[src/rtl/msi_irq_aggregator.sv]
module msi_irq_aggregator #(
  parameter int NS = 8,
  parameter int VW = 32,
  parameter int AW = 12
) (
  input  logic          clk,
  input  logic          rst_n,
  input  logic          cap_valid,
  input  logic [63:0]   cap_addr,
  input  logic [31:0]   cap_data,
  input  logic [3:0]    intx_level,
  input  logic          reg_we,
  input  logic [AW-1:0] reg_addr,
  input  logic [31:0]   reg_wdata,
  output logic [31:0]   reg_rdata,
  output logic          irq_out
);
  localparam int VIW      = $clog2(VW);
  localparam int SUM_SH   = 8;
  localparam int INTX_SH  = 24;
  localparam int SET_BASE = 'hC00;
  localparam int SET_STEP = 'h10;
  localparam int HI_BASE  = 'hC80;
  localparam int HI_STEP  = 4;
  localparam logic [AW-1:0] A_TEN = AW'('h180);
  localparam logic [AW-1:0] A_TST = AW'('h184);
  localparam logic [AW-1:0] A_SEN = AW'('h190);

  function automatic logic [AW-1:0] set_reg(input int i, input int off);
    return AW'(SET_BASE + i * SET_STEP + off);
  endfunction

  function automatic logic [AW-1:0] hi_reg(input int i);
    return AW'(HI_BASE + i * HI_STEP);
  endfunction

  logic [NS-1:0][31:0]   cap_lo_q, cap_hi_q;
  logic [NS-1:0][VW-1:0] vstat_q, ven_q;
  logic [NS-1:0]         set_en_q, sum_q, sum_en_q, hit;
  logic [3:0]            istat_q, ien_q;
  logic                  we_ten, we_tst, we_sen;
  logic [31:0]           ten_word, tst_word;
  logic                  unused_bits;

  assign we_ten      = reg_we && reg_addr == A_TEN;
  assign we_tst      = reg_we && reg_addr == A_TST;
  assign we_sen      = reg_we && reg_addr == A_SEN;
  assign unused_bits = ^cap_data[31:VIW];

  for (genvar i = 0; i < NS; i++) begin : g_set
    logic [31:0]   lo_q, hi_q;
    logic [VW-1:0] st_q, en_q, vec_set, vec_clr;
    logic          sm_q;

    assign hit[i]   = cap_valid && set_en_q[i] && cap_addr == {hi_q, lo_q};
    assign vec_set  = hit[i] ? (VW'(1) << cap_data[VIW-1:0]) : '0;
    assign vec_clr  = (reg_we && reg_addr == set_reg(i, 4)) ? reg_wdata[VW-1:0] : '0;

    always_ff @(posedge clk or negedge rst_n) begin
      if (!rst_n) begin
        lo_q <= '0;
        hi_q <= '0;
        st_q <= '0;
        en_q <= '0;
        sm_q <= 1'b0;
      end else begin
        if (reg_we && reg_addr == set_reg(i, 0)) lo_q <= reg_wdata;
        if (reg_we && reg_addr == hi_reg(i))     hi_q <= reg_wdata;
        if (reg_we && reg_addr == set_reg(i, 8)) en_q <= reg_wdata[VW-1:0];
        st_q <= (st_q & ~vec_clr) | vec_set;
        sm_q <= (sm_q & ~(we_tst & reg_wdata[SUM_SH+i])) | (set_en_q[i] & (|(st_q & en_q)));
      end
    end

    assign cap_lo_q[i] = lo_q;
    assign cap_hi_q[i] = hi_q;
    assign vstat_q[i]  = st_q;
    assign ven_q[i]    = en_q;
    assign sum_q[i]    = sm_q;
  end

  always_ff @(posedge clk or negedge rst_n) begin
    if (!rst_n) begin
      set_en_q <= '0;
      sum_en_q <= '0;
      ien_q    <= '0;
      istat_q  <= '0;
    end else begin
      if (we_sen) set_en_q <= reg_wdata[NS-1:0];
      if (we_ten) begin
        sum_en_q <= reg_wdata[SUM_SH +: NS];
        ien_q    <= reg_wdata[INTX_SH +: 4];
      end
      istat_q <= intx_level | (istat_q & ~(we_tst ? reg_wdata[INTX_SH +: 4] : 4'b0));
    end
  end

  assign ten_word = (32'(sum_en_q) << SUM_SH) | (32'(ien_q) << INTX_SH);
  assign tst_word = (32'(sum_q) << SUM_SH) | (32'(istat_q) << INTX_SH);
  assign irq_out  = (|(sum_q & sum_en_q)) | (|(istat_q & ien_q));

  always_comb begin
    reg_rdata = '0;
    if (reg_addr == A_TEN) reg_rdata = ten_word;
    if (reg_addr == A_TST) reg_rdata = tst_word;
    if (reg_addr == A_SEN) reg_rdata = 32'(set_en_q);
    for (int i = 0; i < NS; i++) begin
      if (reg_addr == set_reg(i, 0)) reg_rdata = cap_lo_q[i];
      if (reg_addr == set_reg(i, 4)) reg_rdata = 32'(vstat_q[i]);
      if (reg_addr == set_reg(i, 8)) reg_rdata = 32'(ven_q[i]);
      if (reg_addr == hi_reg(i))     reg_rdata = cap_hi_q[i];
    end
  end
endmodule

[config.mk]
export PLATFORM = sky130hd
export DESIGN_NAME = msi_irq_aggregator
export DESIGN_NICKNAME = d
export VERILOG_FILES = /design/src/rtl/msi_irq_aggregator.sv
export SDC_FILE = /design/constraint.sdc
export NUM_CORES = 2
export LEC_CHECK = 0
export BUFFER_PORTS_ARGS = -buffer_cell sky130_fd_sc_hd__buf_2
export CAP_MARGIN = 40
export CELL_PAD_IN_SITES_DETAIL_PLACEMENT = 0
export CELL_PAD_IN_SITES_GLOBAL_PLACEMENT = 1
export CORE_UTILIZATION = 45
export CTS_BUF_LIST = sky130_fd_sc_hd__clkbuf_2
export DETAILED_ROUTE_END_ITERATION = 6
export PLACE_DENSITY = 0.81
export SETUP_SLACK_MARGIN = 0.15
export SLEW_MARGIN = 10
export SYNTH_ARGS = -nofsm -noshare
export SYNTH_HDL_FRONTEND = slang
export SYNTH_SLANG_ARGS = --single-unit
[constraint.sdc]
create_clock -name clk -period 5.02 [get_ports clk]
set_clock_uncertainty 0.2 [all_clocks]
set_input_delay 1.255 -clock clk [delete_from_list [all_inputs] [get_ports clk]]
set_output_delay 1.255 -clock clk [all_outputs]
set_load 0.005 [all_outputs]
# Word-level counts from Yosys, hierarchy flattened
# Cells that the tools add are included.
# word_totals
mem_bits_ro	0
mem_bits_rw	0
word_cells	281
reg_bits	1056
latch_bits	0
mem_count	0
in_bits	148
output_inout_bits	33
# op_classes
bitwise_logic	80
magnitude_cmp	0
n_reduce_logical	61
addsub	0
mul	0
n_div	0
mux	52
eq_ne	43
shift	1
# ops
operator	count
2-to-1 mux 32 bit	50
AND 32 bit	16
equality test 64 bit	8
equality test 12 bit, second input constant	32
NOT 32 bit	8
bitwise OR 32 bit	8
OR reduction 32 bit	8
bitwise OR 16 x 28 -> 28 bit	2
logical AND 1 bit	51
equality test 12 x 9 -> 1 bit, second input constant	3
left shift 1 x 5 -> 32 bit, first input constant	1
2-to-1 mux 28 bit	1
AND 1 bit	24
bitwise OR 1 bit	9
AND 4 bit	2
AND 8 bit	1
NOT 1 bit	8
OR reduction 8 bit	1
2-to-1 mux 4 bit	1
NOT 4 bit	1
bitwise OR 4 bit	1
OR reduction 4 bit	1

# Depth between registers and ports, before layout
# logic_depth
ltp_word	36
depth_mapped	13
mapped_depth_nobuf	9

# Worst setup path before layout
# Ideal clock, no wire load.
# synth_timing
kind	input to output
startpoint	input reg_addr[1]
endpoint	output reg_rdata[23]
n_path_buf	3
cell_stages	12
arrival_ns	3.515
setup_slack_ns	0.050
t_required_ns	3.565
cell_sequence	buf_4 -> or4b_4 -> buf_6 -> or2_1 -> buf_6 -> o22ai_2 -> a22oi_1 -> a221o_1 -> nand3_1 -> a21oi_1 -> o41a_1 -> o21ai_1
# synth_between
elab_chain_len	36
elab_cells_between_ends	70
classes_between	eq/ne (35); mux (35)
# synth_lines
item	line_no	source
start, declared	13	input logic [AW-1:0] reg_addr,
equality test 12 x 9 -> 1 bit	104	if (reg_addr == A_TEN) reg_rdata = ten_word;
2-to-1 mux 28 bit	104	
2-to-1 mux 32 bit	105	if (reg_addr == A_TST) reg_rdata = tst_word;
2-to-1 mux 32 bit	106	if (reg_addr == A_SEN) reg_rdata = 32'(set_en_q);
2-to-1 mux 32 bit	108	if (reg_addr == set_reg(i, 0)) reg_rdata = cap_lo_q[i];
2-to-1 mux 32 bit	109	if (reg_addr == set_reg(i, 4)) reg_rdata = 32'(vstat_q[i]);
2-to-1 mux 32 bit	110	if (reg_addr == set_reg(i, 8)) reg_rdata = 32'(ven_q[i]);
2-to-1 mux 32 bit	111	if (reg_addr == hi_reg(i)) reg_rdata = cap_hi_q[i];
(+20 left out)	--	
2-to-1 mux 32 bit	108	
2-to-1 mux 32 bit	109	
2-to-1 mux 32 bit	110	
2-to-1 mux 32 bit	111	
2-to-1 mux 32 bit	108	
2-to-1 mux 32 bit	109	
2-to-1 mux 32 bit	110	
2-to-1 mux 32 bit *	111	
end, declared	15	output logic [31:0] reg_rdata,
# Every way passes the cells marked *; elsewhere a longest branch is shown, timed or not.

# Final worst setup path
# layout_timing
startpoint	register g_set[0].hi_q[29]
endpoint	output reg_rdata[29]
# layout_between
elab_chain_len	29
# layout_lines
item	line_no	source
start, declared	51	logic [31:0] lo_q, hi_q;
start signal, assigned	68	if (reg_we && reg_addr == hi_reg(i)) hi_q <= reg_wdata;
2-to-1 mux 32 bit	111	
2-to-1 mux 32 bit	108	
2-to-1 mux 32 bit	109	
2-to-1 mux 32 bit	110	
2-to-1 mux 32 bit	111	
2-to-1 mux 32 bit	108	
2-to-1 mux 32 bit	109	
2-to-1 mux 32 bit	110	
(+13 left out)	--	
2-to-1 mux 32 bit	108	
2-to-1 mux 32 bit	109	
2-to-1 mux 32 bit	110	
2-to-1 mux 32 bit	111	
2-to-1 mux 32 bit	108	
2-to-1 mux 32 bit	109	
2-to-1 mux 32 bit	110	
2-to-1 mux 32 bit	111	
# Every way passes these cells.

==> flow_metrics.env <==
export IMPL_power_mw=16.8
export IMPL_critPathRequiredTime_ps=3570
export IMPL_final_nets=6548
export IMPL_cp_arrival_ps=4540
export IMPL_clkSinkCount=1056
export IMPL_leakagePower_nw=34.2
export IMPL_drc=58
export IMPL_gp_congestion=1.21
export IMPL_drive_gt1_share_pct=40.9
export IMPL_syn_area_um2=55800
export IMPL_holdCritPathClass="input port to register"
export IMPL_final_common_cell="dfrtp_1"
export IMPL_final_antenna_net_count=0
export IMPL_maxSlewHeadroom_pct=16.3
export IMPL_p_sw_mw=5.43
export IMPL_crit_path_start_kind="register"
export IMPL_cp_slowest_stage_delay_ps=460
export IMPL_areaGrowthSynthToFinish_pct=28.5
export IMPL_ys_top_cells_by_area="dfrtp_1 47%, mux2_2 16%, nand2_1 4.9%, o21ai_0 3.2%, xor2_1 3.2%"
export IMPL_async_reset_ff_share_pct=100
export IMPL_synth_nets=5506
export IMPL_yosysTopAreaCellShare_pct=47.3
export IMPL_grt_pass1_wl_um=502000
export IMPL_fmax_ghz=0.167
export IMPL_min_period_ps=5990
export IMPL_initial_utilization_pct=45.6
export IMPL_cts_buffer_depth=4
export IMPL_path_clk_slew_ps=100
export IMPL_synth_cell_type_count=79
export IMPL_holdWs_ps=171
export IMPL_fin_crit_sh_pct=119
export IMPL_synth_seq_cells=1056
export IMPL_hold_path_depth=3
export IMPL_switching_share_pct=32.4
export IMPL_cts_buffers=309
export IMPL_fin_area_um2=71700
export IMPL_rows=128
export IMPL_die_width_um=354
export IMPL_worst_path_max_delay_cell="dfrtp_2"
export IMPL_run_status="finished with violations"
export IMPL_wl_per_cell_um=46.5
export IMPL_antenna_found_initial=58
export IMPL_drt_pass1_iter_count=7
export IMPL_vias=61089
export IMPL_setup_ws_ps=-974
export IMPL_grt_total_usage_pct=60.0
export IMPL_clockRootBuffer="clkbuf_2"
export IMPL_nFillCells=10810
export IMPL_coreArea_um2=122000
export IMPL_drv_cap=0
export IMPL_crit_path_cell_trace="a22o_1, a22oi_1, o21ai_1, buf_4, a221oi_2, buf_4, nor3_4, a2111oi_2, buf_4, o2111ai_2, buf_4, a221o_1, buf_2"
export IMPL_rr_worst_depth=7
export IMPL_cts_tree="yes"
export IMPL_via_per_inst=7.37
export IMPL_maxSlewViolCount=0
export IMPL_port_buffers=153
export IMPL_ys_flop_type="dfrtp_1"
export IMPL_clk_insertion_delay_late_ps=1860
export IMPL_critPathMaxFanout=2
export IMPL_clkPwrFrac_pct=38.3
export IMPL_rsz0062_at_grt="true"
export IMPL_worst_pin_slew_ps=1260
export IMPL_hpwl_um=290000
export IMPL_yosys_warnings=0
export IMPL_peakVddDrop_mv=0.270
export IMPL_htreeDepth=5
export IMPL_wirelength_um=386000
export IMPL_violations="DRC, setup timing"
export IMPL_grt_max_degree=101
export IMPL_power_frac_seq_pct=51.1
export IMPL_hold_viol=0
export IMPL_final_cell_mix="1040 x dfrtp_1, 789 x mux2_2, 731 x buf_4"
export IMPL_cpMostUsedCell="buf_4"
export IMPL_r2r_setup_slack_ps=1470
export IMPL_cp_end_kind="output pin"
export IMPL_p_per_area_nw_per_um2=234
export IMPL_crit_type="register to output pin"
export IMPL_synth_cells=5358
export IMPL_grt_pass1_vias=55832
export IMPL_die_area_um2=125000
export IMPL_ios=181
export IMPL_avgSynthCellArea_um2=10.4
export IMPL_yosysSeqAreaShare_pct=47.3
export IMPL_finalSetupViolCount=32
export IMPL_die_y_um=354
export IMPL_yosys_area_top_type="dfrtp_1"
export IMPL_p_int_mw=11.4
export IMPL_first_iter_violations=12297
export IMPL_synth_edf_count=0
export IMPL_pwr_share_comb_pct=10.6
export IMPL_grt_overflow=0
export IMPL_placed_area_um2=64500
## critical path: cells and delay by family (launching register included)
family / cells / cell delay, ps
compound gates: 7 / 1320
flops: 1 / 460
buf+inv: 5 / 940
simple gates: 1 / 60
## synthesized netlist by cell type (5+ instances only)
cell type	instances
o41ai_1	9
o221ai_1	36
or4_1	7
nor3_1	54
nor2_2	5
o22a_1	5
a31oi_1	21
a211oi_1	28
o21ai_0	362
inv_1	76
dfrtp_1	1056
a222oi_1	46
a22oi_1	216
nor2_1	127
a2111oi_0	12
a221o_1	22
a211o_1	5
xor2_1	203
nand4_1	97
o211ai_1	39
nand2_1	735
o2111ai_1	14
xnor2_1	188
buf_4	9
a21oi_1	93
nand3_1	75
nor3_2	5
buf_1	79
o2bb2ai_1	26
o31ai_1	13
o22ai_1	183
a22o_1	47
o221a_2	6
clkbuf_1	299
a21o_1	8
nor2b_1	13
nor4_1	93
a221oi_1	86
buf_2	51
and3_1	19
or3_1	7
o21ai_1	8
a2bb2oi_1	14
mux2_2	798
## final cells by class
| cell class | count | area (um^2) | share of cell area (%) |
|---|---|---|---|
| clock inverters | 65 | 302 | 0.420 |
| clock buffers | 435 | 2180 | 3.03 |
| multi-input cells | 3784 | 29500 | 41.1 |
| well taps | 1625 | 2030 | 2.83 |
| flip-flops and latches | 1056 | 26400 | 36.9 |
| inverters | 77 | 289 | 0.403 |
| diodes | 76 | 190 | 0.265 |
| repair buffers | 1172 | 10900 | 15.1 |
## registers in the layout (all words and copies together) (netlist names)
| signal | flops |
|---|---|
| g_set.lo_q | 256 |
| istat_q | 4 |
| sum_en_q | 8 |
| g_set.st_q | 256 |
| g_set.hi_q | 256 |
| g_set.en_q | 256 |
| ien_q | 4 |
| g_set.sm_q | 8 |
| set_en_q | 8 |
## metal layers
layer / GRT usage, % / part of all wire, %
met5: 2.79 / 0.25
met1: 74.3 / 36
met3: 39.3 / 19
met4: 42.6 / 8.9
met2: 72.9 / 36
## per-stage QoR
| stage | worst slack, ps | utilization (%) | std cells | TNS, ps |
|---|---|---|---|---|
| floorplan | 137 | - | 5358 | 0 |
| global placement | -1470 | 52.2 | 7487 | -32580 |
| detailed placement | -1440 | 52.7 | 7522 | -32870 |
| CTS | -949 | 57.7 | 8167 | -20250 |
| global route | -1090 | 58.5 | 8232 | -23230 |
| finish | -974 | 58.6 | 8290 | -23490 |
## final timing paths
path | start | endpoint
min | reg_wdata[4] | g_set[6].en_q[4]
min in group asynchronous | rst_n | g_set[3].st_q[8]
max | g_set[0].hi_q[29] | reg_rdata[29]
max in group asynchronous | rst_n | g_set[4].en_q[19]
min reg2reg | g_set[7].st_q[28] | g_set[7].st_q[28]
max reg2reg | g_set[4].hi_q[18] | g_set[4].st_q[20]
## what timing repair did
| action | in CTS | in global routing |
|---|---|---|
| pin swaps | 152 | 87 |
| resized for setup | 510 | 118 |
| cloned | 5 | 0 |
| endpoints found under the setup margin | 32 | 32 |
| hold buffers | 58 | 0 |
| endpoints found under the hold margin | 924 | 0 |
| buffers inserted | 82 | 41 |
## power by group through the flow
stage	Combinational [mW]	Clock, mW	Sequential (mW)
after floorplan	0.465	0	8.72
after global placement	1.48	0	8.74
after detailed placement	1.52	0	8.74
after CTS	1.60	6.35	8.57
after global routing	1.71	6.77	8.58
final	1.78	6.44	8.58
## cells by family after synthesis
| logic type | synth area share (%) |
|---|---|
| AOI/OAI and AO/OA | 16.1 |
| muxes | 16.2 |
| and+or+nand+nor | 10.5 |
| xor gates and xnor gates | 6.14 |
| DFF | 47.3 |
| buffers and inverters | 3.70 |
Note: power is estimated with default switching activity, not from simulation.
